==> config.mk <==
export PLATFORM = sky130hd
export DESIGN_NAME = card_cmd_engine
export DESIGN_NICKNAME = d
export VERILOG_FILES = /design/src/rtl/ccmd_pkg.sv /design/src/rtl/ccmd_issue.sv /design/src/rtl/ccmd_resp_check.sv /design/src/rtl/ccmd_resp_store.sv /design/src/rtl/card_cmd_engine.sv
export SDC_FILE = /design/constraint.sdc
export NUM_CORES = 1
export LEC_CHECK = 0
export ABC_AREA = 1
export BUFFER_PORTS_ARGS = -buffer_cell sky130_fd_sc_hd__buf_2
export CAP_MARGIN = 25
export CORE_AREA = 2 2 105 208
export DETAILED_ROUTE_END_ITERATION = 16
export DIE_AREA = 0 0 107 210
export GPL_TIMING_DRIVEN = 0
export PLACE_DENSITY = 0.66
export SLEW_MARGIN = 10
export SYNTH_ARGS = -nofsm -noshare
export SYNTH_HDL_FRONTEND = slang
export SYNTH_SLANG_ARGS = --single-unit
export TNS_END_PERCENT = 20
==> constraint.sdc <==
create_clock -name clk -period 3.95 [get_ports clk]
set_input_delay 0.79 -clock clk [delete_from_list [all_inputs] [get_ports clk]]
set_output_delay 0.79 -clock clk [all_outputs]
set_load 0.02 [all_outputs]
==> src/rtl/ccmd_pkg.sv <==
package ccmd_pkg;

   localparam int WORD_W    = 16;
   localparam int IDX_W     = 6;
   localparam int RSP_BYTES = 16;
   localparam int RSP_BITS  = RSP_BYTES * 8;
   localparam int LEN_W     = $clog2(RSP_BYTES + 1);

   // status set-vector bit positions
   localparam int ST_EOC     = 0;
   localparam int ST_STOPPED = 2;
   localparam int ST_TMO     = 7;
   localparam int ST_OCRLOW  = 12;
   localparam int ST_CARDERR = 14;

   // response type codes
   localparam logic [2:0] RT_NONE  = 3'd0;
   localparam logic [2:0] RT_SHORT = 3'd1;
   localparam logic [2:0] RT_LONG  = 3'd2;
   localparam logic [2:0] RT_OCR   = 3'd3;
   localparam logic [2:0] RT_RCA   = 3'd6;

   typedef struct packed {
      logic             dir;
      logic             rsv_hi;
      logic [1:0]       ctype;
      logic             busy;
      logic [2:0]       rtype;
      logic             init;
      logic             rsv_lo;
      logic [IDX_W-1:0] idx;
   } cmd_fields_t;

   function automatic cmd_fields_t split_word(input logic [WORD_W-1:0] w);
      return cmd_fields_t'(w);
   endfunction

endpackage

==> src/rtl/ccmd_issue.sv <==
module ccmd_issue
   import ccmd_pkg::*;
#(
   parameter int         ARG_W     = 32,
   parameter logic [1:0] ADTC_CODE = 2'd3
) (
   input  logic              clk,
   input  logic              rst_n,
   input  logic              ctrl_enable,
   input  logic              cmd_wr,
   input  logic [WORD_W-1:0] cmd_word,
   input  logic [ARG_W-1:0]  cmd_arg,
   input  logic              rsp_valid,
   output logic              accept,
   output logic              init_hit,
   output logic              take,
   output logic              pending,
   output logic [2:0]        rtype_q,
   output logic              busy_q,
   output logic [IDX_W-1:0]  idx_q,
   output logic              card_start,
   output logic [IDX_W-1:0]  card_index,
   output logic [ARG_W-1:0]  card_arg,
   output logic              xfer_start,
   output logic              xfer_stop,
   output logic              xfer_dir
);

   cmd_fields_t f;
   logic        launch;
   logic        is_adtc;
   logic        unused_bits;

   assign f           = split_word(cmd_word);
   assign unused_bits = f.rsv_hi ^ f.rsv_lo;
   assign accept      = cmd_wr & ctrl_enable & ~pending;
   assign init_hit    = accept & f.init & (f.idx == '0);
   assign launch      = accept & ~init_hit;
   assign is_adtc     = (f.ctype == ADTC_CODE);
   assign take        = pending & rsp_valid;

   always_ff @(posedge clk) begin
      if (!rst_n) begin
         pending    <= 1'b0;
         rtype_q    <= '0;
         busy_q     <= 1'b0;
         idx_q      <= '0;
         card_start <= 1'b0;
         card_index <= '0;
         card_arg   <= '0;
         xfer_start <= 1'b0;
         xfer_stop  <= 1'b0;
         xfer_dir   <= 1'b0;
      end else begin
         card_start <= launch;
         xfer_start <= launch & is_adtc;
         xfer_stop  <= launch & ~is_adtc;
         if (launch) begin
            pending    <= 1'b1;
            rtype_q    <= f.rtype;
            busy_q     <= f.busy;
            idx_q      <= f.idx;
            card_index <= f.idx;
            card_arg   <= cmd_arg;
            if (is_adtc) xfer_dir <= f.dir;
         end else if (take) begin
            pending <= 1'b0;
         end
      end
   end

   p_start_pulse_r1: assert property (@(posedge clk) disable iff (!rst_n)
      card_start |=> !card_start);

   p_off_ignored_r2: assert property (@(posedge clk) disable iff (!rst_n)
      (cmd_wr && !ctrl_enable) |=> (!card_start && !xfer_start && !xfer_stop));

   p_xfer_with_launch_r11: assert property (@(posedge clk) disable iff (!rst_n)
      (xfer_start || xfer_stop) |-> card_start);

   p_inflight_ignored_r2: assert property (@(posedge clk) disable iff (!rst_n)
      (pending && !rsp_valid) |=> (pending && !card_start));

endmodule

==> src/rtl/ccmd_resp_check.sv <==
module ccmd_resp_check
   import ccmd_pkg::*;
#(
   parameter logic [31:0] R1_ERR_MASK = 32'hFDF9_0000,
   parameter logic [15:0] R6_ERR_MASK = 16'hE008,
   parameter int          STOP_IDX    = 12
) (
   input  logic [2:0]        rtype,
   input  logic              busy,
   input  logic [IDX_W-1:0]  idx,
   input  logic [LEN_W-1:0]  rsp_len,
   input  logic [31:0]       head,
   output logic [15:0]       stat_next,
   output logic              busy_next,
   output logic [LEN_W-1:0]  keep
);

   logic [LEN_W-1:0] need;
   logic             too_short;
   logic [31:0]      card_word;
   logic             err_hit;

   // first byte on the stream is the most significant
   assign card_word = {head[7:0], head[15:8], head[23:16], head[31:24]};

   always_comb begin
      case (rtype)
         RT_SHORT, RT_OCR, RT_RCA: need = LEN_W'(4);
         RT_LONG:                  need = LEN_W'(RSP_BYTES);
         default:                  need = '0;
      endcase
   end

   assign too_short = (need != '0) && (rsp_len < need);

   always_comb begin
      err_hit = 1'b0;
      if (rtype == RT_SHORT) err_hit = |(card_word & R1_ERR_MASK);
      if (rtype == RT_RCA)   err_hit = |(card_word[15:0] & R6_ERR_MASK);
   end

   always_comb begin
      stat_next = '0;
      if (too_short) begin
         stat_next[ST_TMO] = 1'b1;
      end else begin
         stat_next[ST_EOC]     = 1'b1;
         stat_next[ST_STOPPED] = (idx == IDX_W'(STOP_IDX));
         stat_next[ST_CARDERR] = err_hit;
         stat_next[ST_OCRLOW]  = (rtype == RT_OCR) && !card_word[31];
      end
   end

   assign busy_next = (rtype == RT_SHORT) && busy && !too_short;
   assign keep      = too_short ? '0 : need;

endmodule

==> src/rtl/ccmd_resp_store.sv <==
module ccmd_resp_store
   import ccmd_pkg::*;
#(
   parameter int REG_W = 16,
   localparam int NREG = RSP_BITS / REG_W,
   localparam int BPR  = REG_W / 8
) (
   input  logic                clk,
   input  logic                rst_n,
   input  logic                clr,
   input  logic                load,
   input  logic [LEN_W-1:0]    keep,
   input  logic [RSP_BITS-1:0] data,
   output logic [RSP_BITS-1:0] regs_flat
);

   logic [NREG-1:0][REG_W-1:0] regs_q;
   logic [NREG-1:0][REG_W-1:0] nxt;

   // byte group i lands in register NREG-1-i, earliest byte on top
   for (genvar i = 0; i < NREG; i++) begin : g_reg
      for (genvar j = 0; j < BPR; j++) begin : g_byte
         localparam int BIDX = i * BPR + j;
         assign nxt[NREG-1-i][REG_W-1-8*j -: 8] =
            (LEN_W'(BIDX) < keep) ? data[8*BIDX +: 8] : 8'h00;
      end
   end

   always_ff @(posedge clk) begin
      if (!rst_n)    regs_q <= '0;
      else if (clr)  regs_q <= '0;
      else if (load) regs_q <= nxt;
   end

   assign regs_flat = regs_q;

   p_clear_on_accept_r3: assert property (@(posedge clk) disable iff (!rst_n)
      clr |=> (regs_flat == '0));

   p_hold_when_idle_r12: assert property (@(posedge clk) disable iff (!rst_n)
      (!clr && !load) |=> $stable(regs_flat));

endmodule

==> src/rtl/card_cmd_engine.sv <==
module card_cmd_engine
   import ccmd_pkg::*;
#(
   parameter int          ARG_W       = 32,
   parameter int          REG_W       = 16,
   parameter logic [31:0] R1_ERR_MASK = 32'hFDF9_0000,
   parameter logic [15:0] R6_ERR_MASK = 16'hE008,
   parameter int          STOP_IDX    = 12,
   parameter logic [1:0]  ADTC_CODE   = 2'd3
) (
   input  logic                clk,
   input  logic                rst_n,
   input  logic                ctrl_enable,
   input  logic                cmd_wr,
   input  logic [WORD_W-1:0]   cmd_word,
   input  logic [ARG_W-1:0]    cmd_arg,
   input  logic                rsp_valid,
   input  logic [LEN_W-1:0]    rsp_len,
   input  logic [RSP_BITS-1:0] rsp_data,
   output logic                card_start,
   output logic [IDX_W-1:0]    card_index,
   output logic [ARG_W-1:0]    card_arg,
   output logic                cmd_busy,
   output logic                xfer_start,
   output logic                xfer_stop,
   output logic                xfer_dir,
   output logic [RSP_BITS-1:0] rsp_regs,
   output logic [15:0]         stat_set,
   output logic                busy_watch
);

   if ((REG_W % 8) != 0 || (RSP_BITS % REG_W) != 0) begin : g_bad_reg_w
      $error("REG_W must be a whole number of bytes dividing the long response");
   end
   if (STOP_IDX < 0 || STOP_IDX >= (1 << IDX_W)) begin : g_bad_stop
      $error("STOP_IDX does not fit the command index field");
   end
   if (ARG_W < 1) begin : g_bad_arg
      $error("ARG_W must be positive");
   end

   logic             accept, init_hit, take;
   logic [2:0]       rtype_q;
   logic             busy_q;
   logic [IDX_W-1:0] idx_q;
   logic [15:0]      stat_next;
   logic             busy_next;
   logic [LEN_W-1:0] keep;

   ccmd_issue #(
      .ARG_W     (ARG_W),
      .ADTC_CODE (ADTC_CODE)
   ) u_issue (
      .clk         (clk),
      .rst_n       (rst_n),
      .ctrl_enable (ctrl_enable),
      .cmd_wr      (cmd_wr),
      .cmd_word    (cmd_word),
      .cmd_arg     (cmd_arg),
      .rsp_valid   (rsp_valid),
      .accept      (accept),
      .init_hit    (init_hit),
      .take        (take),
      .pending     (cmd_busy),
      .rtype_q     (rtype_q),
      .busy_q      (busy_q),
      .idx_q       (idx_q),
      .card_start  (card_start),
      .card_index  (card_index),
      .card_arg    (card_arg),
      .xfer_start  (xfer_start),
      .xfer_stop   (xfer_stop),
      .xfer_dir    (xfer_dir)
   );

   ccmd_resp_check #(
      .R1_ERR_MASK (R1_ERR_MASK),
      .R6_ERR_MASK (R6_ERR_MASK),
      .STOP_IDX    (STOP_IDX)
   ) u_check (
      .rtype     (rtype_q),
      .busy      (busy_q),
      .idx       (idx_q),
      .rsp_len   (rsp_len),
      .head      (rsp_data[31:0]),
      .stat_next (stat_next),
      .busy_next (busy_next),
      .keep      (keep)
   );

   ccmd_resp_store #(
      .REG_W (REG_W)
   ) u_store (
      .clk       (clk),
      .rst_n     (rst_n),
      .clr       (accept),
      .load      (take),
      .keep      (keep),
      .data      (rsp_data),
      .regs_flat (rsp_regs)
   );

   always_ff @(posedge clk) begin
      if (!rst_n) begin
         stat_set   <= '0;
         busy_watch <= 1'b0;
      end else begin
         if (init_hit)  stat_set <= 16'(1) << ST_EOC;
         else if (take) stat_set <= stat_next;
         else           stat_set <= '0;
         busy_watch <= take & busy_next;
      end
   end

   p_init_short_r4: assert property (@(posedge clk) disable iff (!rst_n)
      (ctrl_enable && cmd_wr && !cmd_busy && cmd_word[7] && cmd_word[5:0] == '0)
      |=> (stat_set == 16'h0001 && !card_start && !cmd_busy));

   p_timeout_alone_r5: assert property (@(posedge clk) disable iff (!rst_n)
      stat_set[ST_TMO] |-> (stat_set == 16'h0080));

   p_quiet_status_r12: assert property (@(posedge clk) disable iff (!rst_n)
      (!(rsp_valid && cmd_busy) && !(cmd_wr && ctrl_enable && !cmd_busy))
      |=> (stat_set == '0 && !busy_watch));

   p_busy_with_done_r10: assert property (@(posedge clk) disable iff (!rst_n)
      busy_watch |-> (stat_set[ST_EOC] && !stat_set[ST_TMO]));

endmodule

==> impl_metrics.toml <==
[synth]
synth_seq_cells = 181
avgSynthCellArea_um2 = 8.41
synth_top_family_by_area = "compound AO/OA/AOI/OAI gates"
ys_seq_area_share_pct = 50.3
synth_xor_area_share_pct = 0
ys_warn_count = 0
ys_types = 28
synthAdderAreaFrac_pct = 0.174
syn_inst = 856
synth-compound-area-share_pct = 21.3
syn_area_um2 = 7200
synth_simple_gate_area_share_pct = 18.6
synthMuxAreaShare_pct = 0

[placed_design]
post-place-cells = 1492
place.port_buffers = 357
place_ws_ps = 1360
dp_hpwl_um = 19800
routabilityCongestion = 0.941

[setup_path]
critPathLaunchType = "register"
cp_max_fo = 10
end_kind = "register"
critPathKind = "register to register"
cp.arrival_ps = 2880
worstPathRequired_ps = 4290

[outcome]
status = "finished clean"

[clocking]
cts_tree = "done"
clock_latency_ps = 420
postCtsSetupRepairBufs = 0
path_clk_slew_ps = 70
cts_made_buffers = 17
htreeDepth = 4
ctsResizeCount = 0
cts_max_path_buffers = 2
cts-root-buf = "clkbuf_16"
cts_sinks = 181
holdBufCountCts = 0

[detailed_routing]
vias = 7577
drc = 0
drt_iter0_drc = 260
wl_per_cell_um = 16.7
wirelength_um = 25500
drt_pass1_iterations = 5
antenna_left = 0
via_per_inst = 4.97

[hold_path]
hold_class = "register to register"

[timing]
skew_ps = 12.2
timing.final.crit_share_pct = 64.2
relSlewSlack_pct = 55.2
setup_violations = 0
finalWorstSetupSlack_ps = 1410
rsz0062_at_grt = "false"
final.setup.tns_ps = 0
hold_ws_ps = 478
max_freq_mhz = 394
report.final.slew_viol_count = 0
worst_pin_slew_ps = 673
fin_crit_ps = 2540
hold_viol_final = 0

[pwr]
clkPwrFrac_pct = 40.1
p_per_area_nw_per_um2 = 449
p_sw_mw = 1.25
p_comb_share_pct = 16.4
seq_power_share_pct = 43.6
power_mw = 4.48
ir_worst_vdd_mv = 0.286
intPower_mw = 3.23
leakagePower_nw = 4.61
switching_share_pct = 28.0

[grt]
grt.total_usage_pct = 22.0
grt.busiest_layer = "met2"
grtUsageMet2_pct = 42.0
met3_usage_pct = 4.21
gr-total-overflow = 0
grt_pass1_wl_um = 38600
grt_max_degree = 17
grt_pass1_vias = 7392
use_met1_pct = 22.5
antenna_found_initial = 1

[floorplanning]
die_y_um = 210
design.core.area_um2 = 20900
ioPinCount = 374
num_rows = 75
fp.dieW_um = 107
die_area_um2 = 22500
initial_utilization_pct = 34.4

[job]
drv_cap = 0

[cells_and_area]
drive_gt1_share_pct = 38.2
diodes = 0
layout_common_cells = "buf_2, dfxtp_1, o21ai_0"
area_growth_pct = 38.7
fillers = 2173
final_common_cell = "buf_2"
final_cell_count_no_fill = 1524
layout.nets = 1429
## state kept, by name (all words and copies together) (netlist names)
signal,count
busy_watch,1
stat_set,5
u_issue.busy_q,1
u_issue.card_arg,32
u_issue.card_start,1
u_issue.idx_q,6
u_issue.pending,1
u_issue.rtype_q,3
u_issue.xfer_dir,1
u_issue.xfer_start,1
u_issue.xfer_stop,1
u_store.regs_flat,128
## path summary, 6_finish.rpt
kind	from	end	slack, ps	depth (start not counted)
worst min register to register	u_issue.card_arg[30]	u_issue.card_arg[30]	480	2
worst max register to register	u_issue.rtype_q[1]	u_store.regs_flat[125]	1410	12
worst min-delay path	u_issue.card_arg[30]	u_issue.card_arg[30]	480	2
worst max-delay path	u_issue.rtype_q[1]	u_store.regs_flat[125]	1410	12
## per-stage QoR
| step | util [%] | instance area [um^2] |
|---|---|---|
| after floorplan | - | 7240 |
| final | 47.7 | 9980 |
| after global placement | 44.7 | 9360 |
| after detailed placement | 44.7 | 9360 |
| after CTS | 47.7 | 9980 |
| after global routing | 47.7 | 9980 |
## critical path, cell delays in order (launching register included)
cell and delay (ps):
dfxtp_1 400, nand2_1 130, nor2_4 310, buf_4 240, buf_2 250, inv_1 110, ha_1 300, nand2_2 70
nand2_4 80, buf_12 180, buf_8 150, nand3_1 70, a21oi_1 160
## final cells by class
cell class	instances	area (um^2)	share of cell area, %
clock inverters	12	165	1.65
repair buffers	357	1790	17.9
multi-input cells	580	2930	29.4
well taps	269	337	3.37
flip-flops and latches	181	3620	36.3
inverters	12	45.0	0.451
plain buffers	93	636	6.37
clock buffers	20	457	4.58
## power groups by stage
stage / combinational (mW) / clock [mW] / sequential [mW]
3_5_place_dp: 0.738 / 0 / 1.99
4_1_cts: 0.740 / 1.84 / 1.95
2_1_floorplan: 0.345 / 0 / 2.09
3_3_place_gp: 0.735 / 0 / 1.99
5_1_grt: 0.801 / 1.90 / 1.96
6_report: 0.733 / 1.80 / 1.95
## layer usage
layer	up-vias	wire length, um	share of wire, %
li1	3710	-	-
met1	3488	9300	36
met2	320	13900	55
met3	57	1360	5.3
met4	2	918	3.6
met5	-	13	0.051
## cells in the mapped netlist
cell | number | area (um^2)
nand4_1 | 3 | 18.8
ha_1 | 1 | 12.5
inv_1 | 7 | 26.3
nor2_2 | 2 | 12.5
clkbuf_2 | 1 | 5.00
nand3_2 | 28 | 280
or2_2 | 1 | 6.26
buf_12 | 5 | 100
a21oi_2 | 4 | 35.0
nand2_4 | 1 | 11.3
nand2_1 | 16 | 60.1
dfxtp_1 | 181 | 3620
nor3_1 | 5 | 25.0
o21ai_0 | 167 | 836
a21oi_1 | 131 | 656
buf_2 | 11 | 55.1
inv_2 | 5 | 18.8
buf_8 | 6 | 90.1
nor2_4 | 1 | 11.3
nand2_2 | 3 | 18.8
nand3_1 | 106 | 531
clkbuf_1 | 46 | 173
buf_4 | 16 | 120
buf_6 | 7 | 78.8
conb_1 | 1 | 3.75
clkbuf_8 | 1 | 13.8
nor2_1 | 98 | 368
o21ai_1 | 2 | 10.0
## cells by family (layout without fill, tap and decap cells)
family | Yosys count | in the layout
AOI/OAI and AO/OA | 304 | 304
adders and majority gates | 1 | 1
and+or+nand+nor | 264 | 264
other | 1 | 11
DFF | 181 | 181
buffers and inverters | 105 | 494
(Power assumes the default switching activity.)
